`src/rtl/slg_pkg.sv`:
```
package slg_pkg;

    typedef enum logic [1:0] {
        RSP_PASS   = 2'd0,
        RSP_RELOAD = 2'd1,
        RSP_FIXUP  = 2'd2
    } rsp_kind_e;

    typedef enum logic [1:0] {
        SLOT_EMPTY     = 2'd0,
        SLOT_ARMED     = 2'd1,
        SLOT_CLOBBERED = 2'd2
    } slot_state_e;

    // Byte lanes touched inside one 8-byte granule by an access of 2^sz bytes.
    function automatic logic [7:0] lane_mask(input logic [2:0] off, input logic [1:0] sz);
        logic [3:0] nbytes;
        logic [8:0] ones;
        logic [2:0] base;
        nbytes = 4'd1 << sz;
        ones   = (9'd1 << nbytes) - 9'd1;
        base   = off & ~3'(nbytes - 4'd1);
        return ones[7:0] << base;
    endfunction

endpackage

```
`src/rtl/slg_slot.sv`:
```
module slg_slot
    import slg_pkg::*;
#(
    parameter int ADDR_W = 32
) (
    input  logic              clk,
    input  logic              rst_n,
    input  logic              arm,
    input  logic [ADDR_W-1:0] arm_addr,
    input  logic [1:0]        arm_size,
    input  logic              st_valid,
    input  logic [ADDR_W-1:0] st_addr,
    input  logic [1:0]        st_size,
    input  logic              consume,
    output logic              clean
);
    localparam int GRAN_LSB = 3;

    slot_state_e       state_q, state_d;
    logic [ADDR_W-1:0] addr_q;
    logic [1:0]        size_q;
    logic              st_hit;

    assign st_hit = st_valid
                 && (st_addr[ADDR_W-1:GRAN_LSB] == addr_q[ADDR_W-1:GRAN_LSB])
                 && |(lane_mask(st_addr[2:0], st_size) & lane_mask(addr_q[2:0], size_q));

    // Verdict seen by a check this cycle: the store is already applied.
    assign clean = (state_q == SLOT_ARMED) && !st_hit;

    always_comb begin
        state_d = state_q;
        unique case (state_q)
            SLOT_EMPTY:     state_d = SLOT_EMPTY;
            SLOT_ARMED:     if (st_hit) state_d = SLOT_CLOBBERED;
            SLOT_CLOBBERED: state_d = SLOT_CLOBBERED;
            default:        state_d = SLOT_EMPTY;
        endcase
        if (consume) state_d = SLOT_EMPTY;
        if (arm)     state_d = SLOT_ARMED;
    end

    always_ff @(posedge clk) begin
        if (!rst_n) begin
            state_q <= SLOT_EMPTY;
            addr_q  <= '0;
            size_q  <= '0;
        end else begin
            state_q <= state_d;
            if (arm) begin
                addr_q <= arm_addr;
                size_q <= arm_size;
            end
        end
    end

endmodule

```
`src/rtl/slg_resp.sv`:
```
module slg_resp
    import slg_pkg::*;
#(
    parameter int ADDR_W = 32,
    parameter int REG_W  = 3
) (
    input  logic              clk,
    input  logic              rst_n,
    input  logic              ck_valid,
    input  logic [REG_W-1:0]  ck_reg,
    input  logic [ADDR_W-1:0] ck_addr,
    input  logic              ck_has_deps,
    input  logic [ADDR_W-1:0] ck_fixup,
    input  logic              entry_ok,
    output logic              rsp_valid,
    output logic [1:0]        rsp_kind,
    output logic [REG_W-1:0]  rsp_reg,
    output logic [ADDR_W-1:0] rsp_target
);
    rsp_kind_e         kind_d;
    logic [ADDR_W-1:0] tgt_d;

    always_comb begin
        kind_d = RSP_PASS;
        tgt_d  = '0;
        if (!entry_ok) begin
            if (ck_has_deps) begin
                kind_d = RSP_FIXUP;
                tgt_d  = ck_fixup;
            end else begin
                kind_d = RSP_RELOAD;
                tgt_d  = ck_addr;
            end
        end
    end

    always_ff @(posedge clk) begin
        if (!rst_n) begin
            rsp_valid  <= 1'b0;
            rsp_kind   <= RSP_PASS;
            rsp_reg    <= '0;
            rsp_target <= '0;
        end else begin
            rsp_valid <= ck_valid;
            if (ck_valid) begin
                rsp_kind   <= kind_d;
                rsp_reg    <= ck_reg;
                rsp_target <= tgt_d;
            end
        end
    end

endmodule

```
`src/rtl/spec_ld_guard.sv`:
```
module spec_ld_guard
    import slg_pkg::*;
#(
    parameter int ADDR_W  = 32,
    parameter int REG_W   = 3
) (
    input  logic              clk,
    input  logic              rst_n,
    input  logic              ld_valid,
    input  logic [REG_W-1:0]  ld_reg,
    input  logic [ADDR_W-1:0] ld_addr,
    input  logic [1:0]        ld_size,
    input  logic              st_valid,
    input  logic [ADDR_W-1:0] st_addr,
    input  logic [1:0]        st_size,
    input  logic              ck_valid,
    input  logic [REG_W-1:0]  ck_reg,
    input  logic [ADDR_W-1:0] ck_addr,
    input  logic              ck_has_deps,
    input  logic [ADDR_W-1:0] ck_fixup,
    output logic              rsp_valid,
    output logic [1:0]        rsp_kind,
    output logic [REG_W-1:0]  rsp_reg,
    output logic [ADDR_W-1:0] rsp_target
);
    localparam int SLOTS = 1 << REG_W;

    logic [SLOTS-1:0] slot_clean;

    for (genvar g = 0; g < SLOTS; g++) begin : g_slot
        slg_slot #(.ADDR_W(ADDR_W)) slot_i (
            .clk      (clk),
            .rst_n    (rst_n),
            .arm      (ld_valid && (ld_reg == REG_W'(g))),
            .arm_addr (ld_addr),
            .arm_size (ld_size),
            .st_valid (st_valid),
            .st_addr  (st_addr),
            .st_size  (st_size),
            .consume  (ck_valid && (ck_reg == REG_W'(g))),
            .clean    (slot_clean[g])
        );
    end

    slg_resp #(.ADDR_W(ADDR_W), .REG_W(REG_W)) resp_i (
        .clk         (clk),
        .rst_n       (rst_n),
        .ck_valid    (ck_valid),
        .ck_reg      (ck_reg),
        .ck_addr     (ck_addr),
        .ck_has_deps (ck_has_deps),
        .ck_fixup    (ck_fixup),
        .entry_ok    (slot_clean[ck_reg]),
        .rsp_valid   (rsp_valid),
        .rsp_kind    (rsp_kind),
        .rsp_reg     (rsp_reg),
        .rsp_target  (rsp_target)
    );

endmodule

```
`config.mk`:
```
export PLATFORM = sky130hd
export DESIGN_NAME = spec_ld_guard
export DESIGN_NICKNAME = d
export VERILOG_FILES = /design/src/rtl/slg_pkg.sv /design/src/rtl/slg_slot.sv /design/src/rtl/slg_resp.sv /design/src/rtl/spec_ld_guard.sv
export SDC_FILE = /design/constraint.sdc
export NUM_CORES = 1
export LEC_CHECK = 0
export ABC_CLOCK_PERIOD_IN_PS = 8800
export BUFFER_PORTS_ARGS = -buffer_cell sky130_fd_sc_hd__buf_4
export CAP_MARGIN = 15
export CORE_MARGIN = 3
export CORE_UTILIZATION = 38
export CTS_CLUSTER_DIAMETER = 60
export DETAILED_ROUTE_END_ITERATION = 16
export GPL_ROUTABILITY_DRIVEN = 0
export HOLD_SLACK_MARGIN = 0.06
export PLACE_DENSITY = 0.66
export SYNTH_ARGS = -nofsm -noshare
export SYNTH_HDL_FRONTEND = slang
export SYNTH_SLANG_ARGS = --single-unit
```
`constraint.sdc`:
```
create_clock -name clk -period 8.8 [get_ports clk]
set_input_delay 0.44 -clock clk [delete_from_list [all_inputs] [get_ports clk]]
set_output_delay 0.44 -clock clk [all_outputs]
set_load 0.01 [all_outputs]
```
==> flow_metrics.py, run 1 <==
metrics = {
    "clock_tree": {
        "cts-root-buf": "clkbuf_16",
        "cts_tree": "built",
        "post_cts_buffers": 0,
        "ctsHtreeMaxLevel": 2,
        "clk_latency_ns": 0.55,
        "cts.path.max_buffers": 3,
        "cts.sinks": 326,
        "cts_hold_buf": 0,
        "cts_buffers": 37,
        "clkSlewWorstSetupHoldPaths_ns": 0.06,
        "cts_resized": 0,
    },
    "synthesis": {
        "ys_ff_latch": 326,
        "synth_seq_area_share_pct": 35.6,
        "async_flop_share_pct": 0,
        "syn_area_per_cell_um2": 7.98,
        "synth_edf_count": 0,
        "ys_warn_count": 0,
        "ys.flop_type": "dfxtp_1",
        "netlist_instances": 2300,
        "synth_nets": 2477,
        "ys_types": 87,
        "netlist_area_um2": 18400,
    },
    "cells_and_area": {
        "largest_reg_flops": 256,
        "top_regs": "g_slot.slot_i.addr_q x256, resp_i.rsp_target x32",
        "final_layout_size_suffix_gt1_share_pct": 12.1,
        "most-common-layout-cells": "nand2_1 (638), dfxtp_1 (326), a21boi_0 (284)",
        "fill_cells": 4655,
        "largest-register": "g_slot.slot_i.addr_q",
        "syn2layout_area_growth_pct": 14.4,
        "final_cell_count_no_fill": 2974,
        "nNetsFinal": 2516,
        "final_common_cell": "nand2_1",
    },
    "floorplanning": {
        "ios": 182,
        "die_h_um": 226,
        "placementRows": 79,
        "die-area_um2": 51000,
        "core_um2": 47100,
        "fp.dieW_um": 226,
        "initial_core_util_pct": 38.9,
    },
    "sta": {
        "finClkSkew_ns": 0.0349,
        "hold_violations": 0,
        "fin_setup_tns_ns": 0,
        "relSlewSlack_pct": 20.0,
        "rsz0062_at_grt": "false",
        "worst_slew_pin_slew_ns": 1.18,
        "setup_violations": 0,
        "slew_violations": 0,
        "period_minus_slack_ns": 4.03,
        "period_share_pct": 45.7,
        "max_clock_freq_mhz": 248,
    },
    "drt": {
        "wirelength_um": 61800,
        "avgRoutedWirePerCell_um": 20.8,
        "routed_via_density": 5.59,
        "drcViolationCount": 0,
        "drt_iter0_drc": 1286,
        "firstDrtPassIters": 6,
        "antenna_left": 0,
        "via_count": 16626,
    },
    "worst_hold_path": {
        "hp-class": "in2reg",
        "hold_end": "g_slot[0].slot_i.addr_q[3]",
        "hold_start": "ld_addr[3]",
        "hold_depth": 3,
    },
    "global_routing": {
        "grt_max_degree": 131,
        "grt_pass1_vias": 15799,
        "overflow": 0,
        "grt_pass1_wl_um": 92500,
        "antenna_found_initial": 4,
        "grt_use_total_pct": 23.5,
    },
    "worst_setup_path": {
        "path_cells": "buf_4 > nor2_1 > ha_1 > nor2b_1 > a22oi_1 > o21ai_1 > o32ai_1 > o31a_1 > o22a_1 > o211ai_4 > o31ai_1",
        "timing.rr.end": "resp_i.rsp_target[24]",
        "endpoint_kind": "flip-flop",
        "r2r_start": "g_slot[2].slot_i.size_q[1]",
        "crit_start": "st_size[1]",
        "reg2reg_slack_ns": 4.95,
        "crit_family": "compound AO/OA/AOI/OAI gates",
        "rr_worst_depth": 12,
        "startpoint_type": "input port",
        "crit_type": "in2reg",
        "worst_ep_arrival_time_ns": 4.39,
        "crit_fanout": 34,
        "required_ns": 9.16,
        "max_stage_delay_ns": 0.81,
        "path_buf_inv": 1,
        "slowest_stage": "o211ai_4",
    },
    "place": {
        "post-place-cells": 2907,
        "io_buffer_count": 181,
        "post-dp-hpwl_um": 42000,
    },
    "flow_run": {
        "drv_cap": 0,
    },
    "power_and_ir_drop": {
        "pwr_density_cell_nw_per_um2": 169,
        "power_leakage_nw": 7.73,
        "peakVddDrop_mv": 0.131,
    },
    "run_status": {
        "outcome": "completed",
    },
}
how the worst max path moves through the flow:
stage                                 end  cells past startpoint
finish              resp_i.rsp_target[24]                     11
global route        resp_i.rsp_target[24]                     11
CTS                  resp_i.rsp_target[6]                     11
detailed placement   resp_i.rsp_target[6]                     11
global placement    resp_i.rsp_target[11]                     11
floorplan              resp_i.rsp_kind[0]                     15
layout make-up:
class | instances | area [um2] | share of cell area, %
Tap cell | 607 | 759 | 3.62
Sequential cell | 326 | 6530 | 31.1
Timing Repair Buffer | 195 | 1480 | 7.03
Antenna cell | 1 | 2.50 | 0.0119
Clock inverter | 11 | 116 | 0.554
Multi-Input combinational cell | 1731 | 10800 | 51.7
Inverter | 48 | 180 | 0.858
Clock buffer | 55 | 1080 | 5.17
metrics by stage:
stage	setup slack [ns]	util (%)	total power, mW	cell area, um2	hold slack (ns)
after global routing	4.53	44.5	3.67	21000	0.213
final	4.77	44.5	3.55	21000	0.206
after detailed placement	4.31	42.0	2.04	19800	0.441
after CTS	4.86	44.5	3.57	21000	0.197
after global placement	4.17	41.9	2.03	19800	0.437
after floorplan	5.55	-	1.86	18400	0.444
per-layer routing:
metal / part of all wire, % / vias to the layer above / GRT usage, %
li1: - / 7872 / -
met5: 0.074 / - / 0
met4: 4.8 / 6 / 10.6
met1: 41 / 7911 / 30.0
met3: 8.3 / 169 / 4.99
met2: 46 / 668 / 38.1
power by group:
| part | internal, mW | switching, mW |
|---|---|---|
| logic | 0.181 | 0.284 |
| registers | 1.52 | 0.0292 |
| clock network | 0.892 | 0.649 |
| total | 2.59 | 0.962 |
Yosys cell counts (all sizes together), types with 12 or more instances:
| cell | count | area, um2 |
|---|---|---|
| nand2 | 639 | 2410 |
| dfxtp | 326 | 6530 |
| a21boi | 286 | 2150 |
| clkbuf | 170 | 681 |
| xor2 | 131 | 1150 |
| xnor2 | 113 | 990 |
| nand4 | 53 | 332 |
| inv | 48 | 180 |
| nor2 | 41 | 159 |
| nor4 | 40 | 256 |
| mux2i | 38 | 380 |
| o31ai | 37 | 312 |
| ha | 33 | 413 |
| o21ai | 33 | 165 |
| a21oi | 32 | 160 |
| nand3 | 32 | 160 |
| buf | 25 | 185 |
| nand2b | 23 | 151 |
| nor2b | 16 | 100 |
| nor3 | 16 | 91.3 |
| and2 | 13 | 81.3 |
| nor3b | 12 | 105 |
logic make-up after synthesis:
| kind of cell | Yosys count | synth area share [%] |
|---|---|---|
| and+or+nand+nor | 908 | 21.9 |
| buffers and inverters | 243 | 5.70 |
| adders and majority gates | 33 | 2.25 |
| AOI/OAI and AO/OA | 508 | 20.9 |
| muxes | 38 | 2.07 |
| DFF | 326 | 35.6 |
| xor gates and xnor gates | 244 | 11.6 |
worst reg2reg max path, delay by kind of cell, from the launching register on:
| kind | cells | cell delay (ns) |
|---|---|---|
| adder cells (fa/ha/maj) | 1 | 0.27 |
| flip-flops | 1 | 0.48 |
| AND/OR/NAND/NOR | 2 | 0.39 |
| buffers and inverters | 1 | 0.06 |
| AO/OA/AOI/OAI | 8 | 2.47 |
Power figures use the tool's default switching activity.
==> inputs of run 2 (changes only) <==
Settings changed: ABC_CLOCK_PERIOD_IN_PS 8800 to 3650, PLACE_DENSITY 0.66 to 0.68.
Clock period 8.8 ns to 3.65 ns, I/O delays scaled along.
==> run 2 against run 1 <==
Against the previous run: worst setup slack got worse by 4.6 ns; first-iteration DRC count rose by 36%; clock-buffer cell count is 6 lower.
==> flow_metrics.py, run 2 (synthesis gave the netlist of run 1 again) <==
metrics = {
    "power_and_ir_drop": {
        "p_switching_mw": 2.42,
        "pwr_density_cell_nw_per_um2": 391,
        "peakVddDrop_mv": 0.373,
        "power.internal_mw": 6.40,
        "p_comb_share_pct": 14.9,
        "p_clk_share_pct": 42.9,
        "p_seq_share_pct": 42.2,
        "finalPower_mw": 8.82,
        "power_leakage_nw": 8.47,
        "sw_frac_of_total_pct": 27.5,
    },
    "cells_and_area": {
        "largest_reg_flops": 256,
        "antenna_cells": 0,
        "top_regs": "g_slot.slot_i.addr_q x256, resp_i.rsp_target x32",
        "final_common_cell": "nand2_1",
        "nNetsFinal": 2676,
        "final_layout_size_suffix_gt1_share_pct": 14.0,
        "largest-register": "g_slot.slot_i.addr_q",
        "most-common-layout-cells": "nand2_1 (638), dfxtp_1 (326), a21boi_0 (284)",
        "syn2layout_area_growth_pct": 23.0,
        "fin_area_um2": 22600,
    },
    "worst_setup_path": {
        "startpoint_type": "flip-flop",
        "crit_type": "reg2reg",
        "required_ns": 4.09,
        "slowest_stage": "dfxtp_1",
        "crit_fanout": 26,
        "endpoint_kind": "flip-flop",
        "path_buf_inv": 4,
        "crit_family": "compound AO/OA/AOI/OAI gates",
        "reg2reg_slack_ns": 0.17,
        "max_stage_delay_ns": 0.39,
        "worst_ep_arrival_time_ns": 3.92,
        "cpMostUsedCell": "o31ai_1",
        "path_cells": "nor2_1 > inv_1 > ha_1 > or3_1 > nand4_1 > a21boi_0 > o31ai_1 > o311ai_1 > buf_4 > o311ai_2 > nor3_4 > buf_12 > buf_16 > o31ai_1",
    },
    "drt": {
        "firstDrtPassIters": 7,
        "wirelength_um": 64400,
        "antenna_left": 0,
        "via_count": 17473,
        "drt_iter0_drc": 1744,
        "drcViolationCount": 0,
        "routed_via_density": 5.58,
        "avgRoutedWirePerCell_um": 20.5,
    },
    "global_routing": {
        "grt_pass1_vias": 16869,
        "antenna_found_initial": 0,
        "met3_usage_pct": 2.83,
        "grt_pass1_wl_um": 97200,
        "overflow": 0,
        "met1_usage_pct": 32.2,
        "grt_use_total_pct": 24.5,
        "grt_busiest_layer": "met2",
        "use_met2_pct": 41.2,
        "grt_max_degree": 283,
    },
    "clock_tree": {
        "clk_latency_ns": 0.58,
        "cts-root-buf": "clkbuf_16",
        "ctsHtreeMaxLevel": 2,
        "clkSlewWorstSetupHoldPaths_ns": 0.06,
        "cts_buffers": 38,
        "cts.path.max_buffers": 3,
        "cts.sinks": 326,
        "cts_tree": "built",
    },
    "floorplanning": {
        "fp.dieW_um": 226,
        "core_um2": 47100,
        "die-area_um2": 51000,
        "die_h_um": 226,
        "initial_core_util_pct": 38.9,
        "placementRows": 79,
        "ios": 182,
    },
    "sta": {
        "period_minus_slack_ns": 3.48,
        "period_share_pct": 95.3,
        "worst_slack_ns": 0.173,
        "max_clock_freq_mhz": 288,
        "finClkSkew_ns": 0.0459,
        "setup_violations": 0,
        "worst_slew_pin_slew_ns": 1.36,
        "relSlewSlack_pct": 9.41,
        "hold_violations": 0,
        "slew_violations": 0,
        "rsz0062_at_grt": "false",
    },
    "place": {
        "dp_slack_ns": -0.136,
        "dpl_cell_area_um2": 20200,
        "post-dp-hpwl_um": 42400,
        "io_buffer_count": 181,
    },
    "worst_hold_path": {
        "hp-class": "in2reg",
    },
    "flow_run": {
        "drv_cap": 0,
    },
    "run_status": {
        "outcome": "completed",
    },
}
## run 2: metrics by stage
step	utilization (%)	hold slack, ns	TNS, ns	cells
after detailed placement	42.9	0.440	-2.85	2960
after global placement	42.8	0.437	-10.90	2958
after floorplan	-	0.313	0	2300
after global routing	47.9	0.231	0	3134
after CTS	47.7	0.191	0	3131
final	47.9	0.224	0	3134
## run 2: final cells by class
| type | instances | area (um2) |
|---|---|---|
| multi-input cells | 1731 | 10900 |
| clock inverters | 19 | 190 |
| clock buffers | 49 | 1030 |
| well taps | 607 | 759 |
| inverters | 48 | 180 |
| flip-flops and latches | 326 | 6530 |
| repair buffers | 354 | 3020 |
| fillers | 4411 | 24600 |
## run 2: timing repair
action,CTS,global route
setup endpoints to repair,0,34
setup buffers,0,2
hold buffers,103,0
gates resized for setup,0,6
endpoints found under the hold margin,312,0
## run 2: worst register-to-register path: cells and delay by family, from the launching register on
family	cells	cell delay, ns
adder cells (fa/ha/maj)	1	0.33
AO/OA/AOI/OAI	5	1.16
buffers and inverters	4	0.63
AND/OR/NAND/NOR	4	0.87
flip-flops	1	0.39
## run 2: metal layers
| metal | routed length, um | share of wire, % |
|---|---|---|
| met1 | 27000 | 42 |
| met2 | 30300 | 47 |
| met3 | 4600 | 7.1 |
| met4 | 2480 | 3.9 |
| met5 | 0 | 0 |
## run 2: path summary, 6_finish.rpt
path / startpoint / to / cells after the start
max reg2reg: g_slot[4].slot_i.size_q[1] / resp_i.rsp_target[7] / 14
max: g_slot[4].slot_i.size_q[1] / resp_i.rsp_target[7] / 14
min: ck_has_deps / resp_i.rsp_kind[1] / 3
min reg2reg: resp_i.rsp_target[3] / resp_i.rsp_target[3] / 2
## run 2: power by group through the flow
stage          Combinational (mW)  Clock, mW  Sequential [mW]
3_3_place_gp                 1.14          0             3.79
2_1_floorplan               0.685          0             3.80
5_1_grt                      1.40       3.97             3.73
4_1_cts                      1.28       3.83             3.72
6_report                     1.32       3.78             3.72
3_5_place_dp                 1.17          0             3.80
